**src/rtl/irda_sir_pkg.sv**
```systemverilog
package irda_sir_pkg;

   // link mode held by the mode register
   typedef enum logic {
      LINK_WIRED = 1'b0,
      LINK_IR    = 1'b1
   } link_mode_e;

   // counter width that can hold values 0..n-1 (at least one bit)
   function automatic int idx_width(input int n);
      return (n <= 2) ? 1 : $clog2(n);
   endfunction

   // counter width that can hold values 0..n
   function automatic int cnt_width(input int n);
      return $clog2(n + 1);
   endfunction

endpackage

```
**src/rtl/irda_mode_ctl.sv**
```systemverilog
module irda_mode_ctl
   import irda_sir_pkg::*;
(
   input  logic clk,
   input  logic rst_n,
   input  logic strap_i,
   input  logic wr_i,
   input  logic val_i,
   output logic ir_en_o
);

   link_mode_e mode_q;
   logic       armed_q;

   always_ff @(posedge clk or negedge rst_n) begin
      if (!rst_n) begin
         mode_q  <= LINK_WIRED;
         armed_q <= 1'b0;
      end else if (!armed_q) begin
         mode_q  <= link_mode_e'(strap_i);
         armed_q <= 1'b1;
      end else if (wr_i) begin
         mode_q  <= link_mode_e'(val_i);
      end
   end

   assign ir_en_o = (mode_q == LINK_IR);


   strap_load_chk: assert property (@(posedge clk) disable iff (!rst_n)
      !armed_q |=> (ir_en_o == $past(strap_i)));


   sw_write_chk: assert property (@(posedge clk) disable iff (!rst_n)
      (armed_q && wr_i) |=> (ir_en_o == $past(val_i)));


   strap_ignored_chk: assert property (@(posedge clk) disable iff (!rst_n)
      (armed_q && !wr_i) |=> $stable(ir_en_o));

endmodule

```
**src/rtl/irda_sir_enc.sv**
```systemverilog
module irda_sir_enc
   import irda_sir_pkg::*;
#(
   parameter int OSR         = 16,
   parameter int PULSE_START = 7,
   parameter int PULSE_TICKS = 3
) (
   input  logic clk,
   input  logic rst_n,
   input  logic tick_i,
   input  logic ir_en_i,
   input  logic nrz_i,
   output logic pulse_o
);

   localparam int IW       = idx_width(OSR);
   localparam int PEND     = PULSE_START + PULSE_TICKS;
   localparam int PSTOP    = PEND % OSR;
   localparam logic [IW-1:0] START_IDX = IW'(PULSE_START);
   localparam logic [IW-1:0] STOP_IDX  = IW'(PSTOP);
   localparam logic [IW-1:0] LAST_IDX  = IW'(OSR - 1);

   logic [IW-1:0] idx_q;
   logic [IW-1:0] idx_nxt;
   logic          nrz_q;
   logic          pulse_q;
   logic          fall;

   // a falling edge only occurs on a cell boundary, so it re-aligns the cell
   assign fall = nrz_q & ~nrz_i;

   always_comb begin
      if (fall) begin
         idx_nxt = '0;
      end else if (idx_q == LAST_IDX) begin
         idx_nxt = '0;
      end else begin
         idx_nxt = idx_q + 1'b1;
      end
   end

   always_ff @(posedge clk or negedge rst_n) begin
      if (!rst_n) begin
         idx_q <= '0;
         nrz_q <= 1'b1;
      end else if (tick_i) begin
         idx_q <= idx_nxt;
         nrz_q <= nrz_i;
      end
   end

   always_ff @(posedge clk or negedge rst_n) begin
      if (!rst_n) begin
         pulse_q <= 1'b0;
      end else if (!ir_en_i) begin
         pulse_q <= 1'b0;
      end else if (tick_i) begin
         if (idx_nxt == START_IDX) begin
            pulse_q <= ~nrz_i;
         end else if (idx_nxt == STOP_IDX) begin
            pulse_q <= 1'b0;
         end
      end
   end

   assign pulse_o = pulse_q;


   pulse_window_chk: assert property (@(posedge clk) disable iff (!rst_n)
      pulse_q |-> ((int'(idx_q) >= PULSE_START) && (int'(idx_q) < PEND)));


   pulse_start_chk: assert property (@(posedge clk) disable iff (!rst_n)
      $rose(pulse_q) |-> (idx_q == START_IDX));


   idle_dark_chk: assert property (@(posedge clk) disable iff (!rst_n)
      (tick_i && nrz_i && (idx_nxt == START_IDX)) |=> !pulse_q);

endmodule

```
**src/rtl/irda_sir_dec.sv**
```systemverilog
module irda_sir_dec
   import irda_sir_pkg::*;
#(
   parameter int OSR         = 16,
   parameter int SYNC_STAGES = 2
) (
   input  logic clk,
   input  logic rst_n,
   input  logic tick_i,
   input  logic ir_en_i,
   input  logic inv_i,
   input  logic ir_i,
   output logic nrz_o
);

   localparam int CW = cnt_width(OSR);
   localparam logic [CW-1:0] LOAD_VAL = CW'(OSR);

   logic          rx_in;
   logic          synced;
   logic          prev_q;
   logic          rise;
   logic [CW-1:0] cnt_q;

   assign rx_in = ir_i ^ inv_i;

   generate
      if (SYNC_STAGES == 0) begin : g_nosync
         assign synced = rx_in;
      end else if (SYNC_STAGES == 1) begin : g_sync1
         logic s_q;
         always_ff @(posedge clk or negedge rst_n) begin
            if (!rst_n) begin
               s_q <= 1'b0;
            end else begin
               s_q <= rx_in;
            end
         end
         assign synced = s_q;
      end else begin : g_syncn
         logic [SYNC_STAGES-1:0] s_q;
         always_ff @(posedge clk or negedge rst_n) begin
            if (!rst_n) begin
               s_q <= '0;
            end else begin
               s_q <= {s_q[SYNC_STAGES-2:0], rx_in};
            end
         end
         assign synced = s_q[SYNC_STAGES-1];
      end
   endgenerate

   always_ff @(posedge clk or negedge rst_n) begin
      if (!rst_n) begin
         prev_q <= 1'b0;
      end else begin
         prev_q <= synced;
      end
   end

   assign rise = synced & ~prev_q;

   always_ff @(posedge clk or negedge rst_n) begin
      if (!rst_n) begin
         cnt_q <= '0;
      end else if (!ir_en_i) begin
         cnt_q <= '0;
      end else if (rise) begin
         cnt_q <= LOAD_VAL;
      end else if (tick_i && (cnt_q != '0)) begin
         cnt_q <= cnt_q - 1'b1;
      end
   end

   assign nrz_o = (cnt_q == '0);


   stretch_start_chk: assert property (@(posedge clk) disable iff (!rst_n)
      (ir_en_i && rise) |=> !nrz_o);


   stretch_bound_chk: assert property (@(posedge clk) disable iff (!rst_n)
      cnt_q <= LOAD_VAL);


   rest_high_chk: assert property (@(posedge clk) disable iff (!rst_n)
      (nrz_o && !rise) |=> nrz_o);

endmodule

```
**src/rtl/irda_sir_codec.sv**
```systemverilog
module irda_sir_codec #(
   parameter int OSR         = 16,
   parameter int PULSE_START = 7,
   parameter int PULSE_TICKS = 3,
   parameter int SYNC_STAGES = 2
) (
   input  logic clk,
   input  logic rst_n,
   input  logic tick16_i,
   input  logic ir_strap_i,
   input  logic mode_wr_i,
   input  logic mode_val_i,
   input  logic rx_inv_i,
   input  logic uart_txd_i,
   output logic uart_rxd_o,
   output logic ir_tx_o,
   input  logic ir_rx_i,
   output logic ir_mode_o
);

   generate
      if (OSR < 4) begin : g_bad_osr
         $error("OSR must be at least 4");
      end
      if (PULSE_TICKS < 1) begin : g_bad_width
         $error("PULSE_TICKS must be at least 1");
      end
      if (PULSE_START + PULSE_TICKS > OSR) begin : g_bad_pulse
         $error("pulse must end inside its bit cell");
      end
      if (SYNC_STAGES < 0 || SYNC_STAGES > 4) begin : g_bad_sync
         $error("SYNC_STAGES must be 0 to 4");
      end
   endgenerate

   logic ir_en;
   logic enc_pulse;
   logic dec_nrz;

   irda_mode_ctl mode_i (
      .clk     (clk),
      .rst_n   (rst_n),
      .strap_i (ir_strap_i),
      .wr_i    (mode_wr_i),
      .val_i   (mode_val_i),
      .ir_en_o (ir_en)
   );

   irda_sir_enc #(
      .OSR         (OSR),
      .PULSE_START (PULSE_START),
      .PULSE_TICKS (PULSE_TICKS)
   ) enc_i (
      .clk     (clk),
      .rst_n   (rst_n),
      .tick_i  (tick16_i),
      .ir_en_i (ir_en),
      .nrz_i   (uart_txd_i),
      .pulse_o (enc_pulse)
   );

   irda_sir_dec #(
      .OSR         (OSR),
      .SYNC_STAGES (SYNC_STAGES)
   ) dec_i (
      .clk     (clk),
      .rst_n   (rst_n),
      .tick_i  (tick16_i),
      .ir_en_i (ir_en),
      .inv_i   (rx_inv_i),
      .ir_i    (ir_rx_i),
      .nrz_o   (dec_nrz)
   );

   assign ir_tx_o    = ir_en ? enc_pulse : uart_txd_i;
   assign uart_rxd_o = ir_en ? dec_nrz : ir_rx_i;
   assign ir_mode_o  = ir_en;


   wired_tx_chk: assert property (@(posedge clk) disable iff (!rst_n)
      !ir_mode_o |-> (ir_tx_o == uart_txd_i));


   wired_rx_chk: assert property (@(posedge clk) disable iff (!rst_n)
      !ir_mode_o |-> (uart_rxd_o == ir_rx_i));


   ir_idle_low_chk: assert property (@(posedge clk) disable iff (!rst_n)
      (ir_mode_o && $past(ir_mode_o) && !$past(enc_pulse) && $stable(uart_txd_i) && uart_txd_i
       && !tick16_i) |-> !ir_tx_o);

endmodule

```
**config.mk**
```make
export PLATFORM = sky130hd
export DESIGN_NAME = irda_sir_codec
export DESIGN_NICKNAME = d
export VERILOG_FILES = /design/src/rtl/irda_sir_pkg.sv /design/src/rtl/irda_mode_ctl.sv /design/src/rtl/irda_sir_enc.sv /design/src/rtl/irda_sir_dec.sv /design/src/rtl/irda_sir_codec.sv
export SDC_FILE = /design/constraint.sdc
export NUM_CORES = 1
export LEC_CHECK = 0
export BUFFER_PORTS_ARGS = -buffer_cell sky130_fd_sc_hd__buf_4
export CAP_MARGIN = 40
export CORE_MARGIN = 1.5
export CORE_UTILIZATION = 45
export DETAILED_ROUTE_END_ITERATION = 8
export PLACE_DENSITY_LB_ADDON = 0.12
export SLEW_MARGIN = 25
export SYNTH_ARGS = -nofsm -noshare
export SYNTH_HDL_FRONTEND = slang
export SYNTH_SLANG_ARGS = --single-unit
export TNS_END_PERCENT = 50
```
**constraint.sdc**
```tcl
create_clock -name clk -period 1.7 [get_ports clk]
set_input_delay 0.34 -clock clk [delete_from_list [all_inputs] [get_ports clk]]
set_output_delay 0.34 -clock clk [all_outputs]
set_load 0.05 [all_outputs]
```
# [Word-level counts from Yosys, hierarchy flattened]
# Cells that the tools add are included.
[totals] ff_bits=16 output_inout_bits=3 wordCells=39
[op_classes] n_addsub=2 eq_ne=7 muxes=13 n_bitwise=5 n_reduce_logical=4
[op_table] cell="5-bit two-way mux" n=3
[op_table] cell="4-bit equality test, second input constant" n=2
[op_table] cell="1-bit two-way mux" n=8
[op_table] cell="4-bit two-way mux" n=2
[op_table] cell="3-bit by 1-bit inequality test with 1-bit output, second input constant" n=2
[op_table] cell="5-bit logical NOT" n=1
[op_table] cell="5-bit nonzero test" n=1
[op_table] cell="5-bit by 1-bit subtractor with 5-bit output, second input constant" n=1
[op_table] cell="4-bit by 1-bit adder with 4-bit output, second input constant" n=1
[op_table] cell="4-bit by 3-bit equality test with 1-bit output, second input constant" n=1
[op_table] cell="2-bit inequality test, second input constant" n=2
[op_table] cell="1-bit bitwise AND" n=2
[op_table] cell="1-bit NOT" n=2
[op_table] cell="2-bit AND reduction" n=1
[op_table] cell="1-bit logical AND" n=1
[op_table] cell="1-bit bitwise XOR" n=1

# [Longest topological paths before layout]
# Gate-level depths: netlist of run 1.
[depth] ltp_word=8 mapped_depth=5 mapped_depth_nobuf=5

# [Modules after synthesis]
# Synthesis of run 1 repeated with hierarchy kept, for this count alone.
[unflattened] cells_unflattened=81 area_unflattened_um2=842.1
[by_module_without_submodules] mod="irda_sir_enc" instances=1 cells_each=41 area_each_um2=382.9 seq_area_each_um2=151.4
[by_module_without_submodules] mod="irda_sir_dec" instances=1 cells_each=32 area_each_um2=364.1 seq_area_each_um2=200.2
[by_module_without_submodules] mod="irda_mode_ctl" instances=1 cells_each=6 area_each_um2=72.6 seq_area_each_um2=50.0
[by_module_without_submodules] mod="irda_sir_codec" instances=1 cells_each=2 area_each_um2=22.5 seq_area_each_um2=0.0

# [Least setup slack after synthesis of run 1]
# OpenSTA, ideal clock, no wires.
[synth_path] path_kind="register to output" startpoint="register mode_i.mode_q, in the netlist mode_i.ir_en_o" endpoint="output ir_tx_o" arrival_time_ps=1906 slack_ps=-546 stages_incl_launch_ff=3 n_path_buf=1 path_cell_list="dfrtp_1 > clkbuf_1 > o21ai_0"
[synth_via] elab_chain_cells=1
[synth_lines] element="from (decl)" line="irda_mode_ctl.sv:12" rtl="link_mode_e mode_q;"
[synth_lines] element="from (signal assigned)" line="irda_mode_ctl.sv:20" rtl="mode_q <= link_mode_e'(strap_i);"
[synth_lines] element="from (signal assigned)" line="irda_mode_ctl.sv:23" rtl="mode_q <= link_mode_e'(val_i);"
[synth_lines] element="1-bit two-way mux" line="irda_sir_codec.sv:75" rtl="assign ir_tx_o = ir_en ? enc_pulse : uart_txd_i;"
[synth_lines] element="to (decl)" line="irda_sir_codec.sv:16" rtl="output logic ir_tx_o,"
# Every way passes these cells.

# [Final worst setup path of run 1]
[layout_path] startpoint="register dec_i.cnt_q[0]" endpoint="output uart_rxd_o"
[layout_via] elab_chain_cells=2
[layout_lines] element="from (decl)" line="irda_sir_dec.sv:23" rtl="logic [CW-1:0] cnt_q;"
[layout_lines] element="from (signal assigned)" line="irda_sir_dec.sv:71" rtl="cnt_q <= cnt_q - 1'b1;"
[layout_lines] element="5-bit logical NOT" line="irda_sir_dec.sv:75" rtl="assign nrz_o = (cnt_q == '0);"
[layout_lines] element="1-bit two-way mux" line="irda_sir_codec.sv:76" rtl="assign uart_rxd_o = ir_en ? dec_nrz : ir_rx_i;"
[layout_lines] element="to (decl)" line="irda_sir_codec.sv:15" rtl="output logic uart_rxd_o,"
# Every way passes these cells.

==> results of run 1 <==
[per-layer routing]
layer | GRT usage (%) | wire length (um) | share of wire (%) | vias to the layer above
met5 | 0 | 0 | 0 | -
li1 | - | - | - | 343
met4 | 8.57 | 31 | 1.9 | 0
met2 | 25.0 | 675 | 41 | 18
met3 | 2.38 | 61 | 3.7 | 4
met1 | 28.5 | 867 | 53 | 307
[logic make-up after synthesis]
group | after synthesis | synth area share (%)
other cells | 1 | 0.453
fa+ha+maj | 2 | 3.03
compound gates | 20 | 16.2
flops | 16 | 48.6
simple gates | 30 | 20.7
xor+xnor | 2 | 2.12
buf+inv | 8 | 3.78
mux | 4 | 5.14
[layout make-up]
| type | instances | area (um2) | share of cell area [%] |
|---|---|---|---|
| clock buffer | 4 | 36.3 | 3.36 |
| sequential | 16 | 402 | 37.2 |
| inverter | 4 | 15.0 | 1.39 |
| tap | 25 | 31.3 | 2.89 |
| timing repair buffer | 21 | 168 | 15.5 |
| multi-input combinational | 59 | 429 | 39.7 |
[worst max-delay path: stages, from the launching register on]
cell	delay, ps
dfrtp_1	390
inv_2	80
ha_4	130
nor4b_4	250
mux2_4	220
buf_8	140
[how the worst min path moves through the flow]
stage / start / end / slack (ps) / depth (start not counted)
2_1_floorplan: rst_n / dec_i.cnt_q[0] / 40 / 0
3_3_place_gp: rst_n / enc_i.idx_q[2] / 210 / 1
3_5_place_dp: rst_n / enc_i.idx_q[2] / 210 / 1
4_1_cts: rx_inv_i / dec_i.g_syncn.s_q[0] / 220 / 2
5_1_grt: rx_inv_i / dec_i.g_syncn.s_q[0] / 230 / 2
6_report: rx_inv_i / dec_i.g_syncn.s_q[0] / 220 / 2
[power by group]
part           switching [uW]  internal [uW]
Sequential               93.8            470
Combinational             341            387
Clock                     123            131
[cells in the final DEF, fill, tap and decap left out, drive strengths merged, types with 3 or more instances in the layout]
cell and n:
o21ai 5, inv 4, nor2 3, nand2b 3, dfrtp 15, clkbuf 4, nor2b 3, nand2 6
nand3 5, buf 20, a21oi 5
[flip-flops by register name, summed over array words and instances, names as in the netlist]
register and flops:
mode_i.armed_q 1, dec_i.g_syncn.s_q 2, enc_i.idx_q 4, dec_i.cnt_q 5
enc_i.nrz_q 1, dec_i.prev_q 1, enc_i.pulse_o 1, mode_i.ir_en_o 1
[repair_timing]
item | CTS | global route
hold buffers | 1 | 0
endpoints found under the setup margin | 1 | 1
hold endpoints to repair | 15 | 0
buffers inserted | 1 | 2
resized for setup | 9 | 0
pin swaps | 1 | 0
[per-stage QoR]
step                setup WS (ps)  utilization [%]  instances  instance area, um2
global placement            -44.6             56.4        121                 973
detailed placement           -103             56.4        121                 973
finish                       -133             62.6        129                1080
CTS                          -107             61.7        127                1070
global route                 -177             62.6        129                1080
floorplan                   -48.8                -         83                 831
==> reports/metrics.yaml, run 1 <==
run_status:
  status: "finished with violations"
  violations: "setup timing"
detailed_routing:
  vias: 672
  drt-total-wl_um: 1640
  firstDrtPassIters: 4
  drc_errors: 0
  wire_per_inst_um: 12.7
  drt_iter0_drc: 13
  ant_nets: 0
  via_per_inst: 5.21
placed_design:
  gp_congestion: 0.868
  hpwl_um: 1120
  portBuffers: 11
synthesis:
  synth_most_common_cell: "dfrtp_1"
  synth_flop_cell: "dfrtp_1"
  ys_seq_area_share_pct: 48.6
  synth_cells: 83
  synth_async_sr_flop_share_pct: 100
  synth-seq-cells: 16
  synth_common_cells: "15 x dfrtp_1, 6 x nand2_1, 5 x a21oi_1, 5 x nand3_1, 5 x o21ai_0"
  synth_top_area_share_pct: 45.4
  yosysTopAreaCell: "dfrtp_1"
  syn_avg_cell_area_um2: 9.96
  yosysUniqueCellTypes: 36
  synth_edf_count: 0
  yosys_warnings: 0
  ys_top_cells_by_area: "dfrtp_1 45%, dfstp_2 3.2%, a21oi_1 3.0%, ha_1 3.0%, nand3_1 3.0%"
  synthesis.area_um2: 827
  syn_nets: 94
sta:
  worst_slack_ps: -133
  skew_ps: 4.98
  fmax_mhz: 546
  hold_slack_ps: 219
  hold_violations: 0
  period_minus_slack_ps: 1830
  rsz0062_at_grt: "true"
  period_share_pct: 108
  final_max_slew_viol_count: 0
  finalSetupTns_ps: -133
  setup_violations: 1
cts:
  cts_buffers: 3
  cts.sink_count: 16
  cts_tree: "done"
  cts_max_level: 1
  clk_latency_ps: 290
  cts_root_buf: "clkbuf_4"
  clock_path_buffers: 2
  clkTransAtPathRegs_ps: 90
global_routing:
  grt_pass1_wl_um: 2730
  grt_max_degree: 17
  grt.overflow.total: 0
  grtUsageTotal_pct: 18.4
  grt_pass1_vias: 618
  antenna_found_initial: 0
critical_path:
  cp-startpoint: "dec_i.cnt_q[0]"
  cp_data_arrival_time_ps: 1490
  crit_path_start_kind: "flop"
  r2r_cells: 6
  crit_required_ps: 1360
  worstSetupEndpoint: "uart_rxd_o"
  timing.rr.start: "dec_i.cnt_q[0]"
  critPathKind: "flop to output port"
  reg2reg_to: "dec_i.cnt_q[3]"
  path_max_fanout: 3
  reg2reg_slack_ps: 150
  worstSetupEndpointType: "output port"
cells_and_area:
  layout.nets: 116
  drive_gt1_share_pct: 32.7
  filler_cell_count: 162
  area_growth_pct: 30.7
  diodes: 0
die:
  core_um2: 1730
  io_pins: 12
  start_util_pct: 47.9
  die-area_um2: 2100
  die_y_um: 45.9
  num_rows: 15
  dieWidth_um: 45.9
power_and_ir_drop:
  power_density_nw_per_um2: 1430
  power_uw: 1550
  ir_drop_uv: 1020
  p_leak_uw: 0.000507
hold_path:
  min-delay-path-class: "primary input to flop"
run:
  maxCapViolations: 0
Power figures use the tool's default switching activity.
==> run 2: changes to the inputs <==
--- a/config.mk
+++ b/config.mk
@@ -9,6 +9,7 @@
 export CAP_MARGIN = 40
 export CORE_MARGIN = 1.5
 export CORE_UTILIZATION = 45
+export CTS_BUF_LIST = sky130_fd_sc_hd__clkbuf_8
 export DETAILED_ROUTE_END_ITERATION = 8
 export PLACE_DENSITY_LB_ADDON = 0.12
 export SLEW_MARGIN = 25
==> constraint.sdc (replaced) <==
create_clock -name clk -period 2.33 [get_ports clk]
set_input_delay 0.466 -clock clk [delete_from_list [all_inputs] [get_ports clk]]
set_output_delay 0.466 -clock clk [all_outputs]
set_load 0.05 [all_outputs]
==> reports/metrics.yaml, run 2 (synthesis gave the netlist of run 1 again) <==
cts:
  cts_tree: "done"  # unchanged
  clk_latency_ps: 250  # was 290 ps
  cts_hold_buf: 0  # was 1
  clkTransAtPathRegs_ps: 70  # was 90 ps
  cts_root_buf: "clkbuf_8"  # was clkbuf_4
  cts.sink_count: 16  # unchanged
  clock_path_buffers: 2  # unchanged
  cts_buffers: 3  # unchanged
  cts_max_level: 1  # unchanged
power_and_ir_drop:
  ir_drop_uv: 593  # was 1020 uV
  power_density_nw_per_um2: 1050  # was 1430 nW/um2
  power_uw: 1020  # was 1550 uW
  p_leak_uw: 0.000445  # was 0.000507 uW
global_routing:
  grt_max_degree: 17  # unchanged
  grt_pass1_wl_um: 2570  # was 2730 um
  antenna_found_initial: 0  # unchanged
  grtUsageTotal_pct: 17.8  # was 18.4%
  grt.overflow.total: 0  # unchanged
  grt_pass1_vias: 564  # was 618
die:
  die_y_um: 45.9  # unchanged
  start_util_pct: 47.9  # unchanged
  io_pins: 12  # unchanged
  num_rows: 15  # unchanged
  dieWidth_um: 45.9  # unchanged
  core_um2: 1730  # unchanged
  die-area_um2: 2100  # unchanged
cells_and_area:
  diodes: 0  # unchanged
  layout.nets: 106  # was 116
  area_growth_pct: 18.0  # was 30.7%
  filler_cell_count: 160  # was 162
  post-route-util_pct: 56.5  # was 62.6%
  final_cell_mix: "15 x dfrtp_1, 11 x buf_4, 6 x nand2_1"  # was 19 x buf_4, 15 x dfrtp_1, 6 x nand2_1
  largest_reg_flops: 5  # unchanged
  top_regs: "dec_i.cnt_q: 5 flops, enc_i.idx_q: 4 flops, dec_i.g_syncn.s_q: 2 flops"  # unchanged
  top_register: "dec_i.cnt_q"  # unchanged
  layout_commonest_cell: "dfrtp_1"  # was buf_4
  drive_gt1_share_pct: 21.3  # was 32.7%
detailed_routing:
  drt-total-wl_um: 1540  # was 1640 um
  drc_errors: 0  # unchanged
  via_per_inst: 5.55  # was 5.21
  wire_per_inst_um: 13.0  # was 12.7 um
  ant_nets: 0  # unchanged
  firstDrtPassIters: 4  # unchanged
  vias: 660  # was 672
  drt_iter0_drc: 23  # was 13
sta:
  hold_slack_ps: 53.5  # was 219 ps
  rsz0062_at_grt: "false"  # was true
  period_minus_slack_ps: 2080
  hold_violations: 0  # unchanged
  final_max_slew_viol_count: 0  # unchanged
  skew_ps: 3.49  # was 4.98 ps
  period_share_pct: 89.1
  fmax_mhz: 482
  setup_violations: 0  # was 1
  finalSetupTns_ps: 0  # was -133 ps
critical_path:
  critPathKind: "flop to output port"  # unchanged
  cp_data_arrival_time_ps: 1610  # was 1490 ps
  worstSetupEndpointType: "output port"  # unchanged
  path_max_fanout: 3  # unchanged
  crit_path_start_kind: "flop"  # unchanged
  crit_required_ps: 1860  # was 1360 ps
placed_design:
  gp_congestion: 0.779  # was 0.868
  hpwl_um: 1080  # was 1120 um
  portBuffers: 11  # unchanged
hold_path:
  min-delay-path-class: "primary input to async pin"  # was primary input to flop
run_status:
  status: "finished, final reports clean"  # was finished with violations
run:
  maxCapViolations: 0  # unchanged
[run 2: final timing paths]
check	startpoint	end	slack, ps	depth (start not counted)
min	rst_n	enc_i.idx_q[2]	50	1
min reg2reg	dec_i.g_syncn.s_q[0]	dec_i.g_syncn.s_q[1]	350	0
max	dec_i.cnt_q[0]	uart_rxd_o	250	5
max reg2reg	enc_i.idx_q[0]	enc_i.pulse_o	730	4
max in group asynchronous	rst_n	enc_i.nrz_q	2030	1
min in group clk	dec_i.g_syncn.s_q[0]	dec_i.g_syncn.s_q[1]	350	0
[run 2: metrics by stage]
step | instances | setup WS, ps | cell area (um2)
6_report | 119 | 254 | 976
5_1_grt | 119 | 156 | 976
4_1_cts | 119 | 89.7 | 970
3_5_place_dp | 115 | 385 | 925
3_3_place_gp | 115 | 442 | 925
2_1_floorplan | 83 | 338 | 827
[run 2: critical path, cell delays in order (launching register included)]
cell     delay (ps)
dfrtp_1         400
inv_1            80
ha_1            170
nor4b_2         300
mux2_2          220
buf_4           190
[run 2: metal layers]
| layer | global-route usage [%] | vias up | part of all wire, % |
|---|---|---|---|
| li1 | - | 323 | - |
| met1 | 25.4 | 300 | 50 |
| met2 | 23.6 | 32 | 40 |
| met3 | 3.57 | 5 | 7.5 |
| met4 | 12.0 | 0 | 2.9 |
| met5 | 0 | - | 0 |
[run 2: what timing repair did]
action                     in CTS  in global routing
buffers inserted                0                  0
resized for setup               0                  1
setup endpoints to repair       0                  1
[run 2: layout make-up]
type                            instances  area, um2  area share [%]
Clock buffer                            3       41.3            4.23
Clock inverter                          1       3.75           0.385
Inverter                                4       15.0            1.54
Multi-Input combinational cell         59        400            41.0
Sequential cell                        16        402            41.2
Tap cell                               25       31.3            3.21
Timing Repair Buffer                   11       82.6            8.46
[run 2: where the power goes]
group          leakage, uW  switching (uW)  internal, uW
Clock            0.0000269             101           117
Combinational     0.000217             201           180
Sequential        0.000201            78.2           344
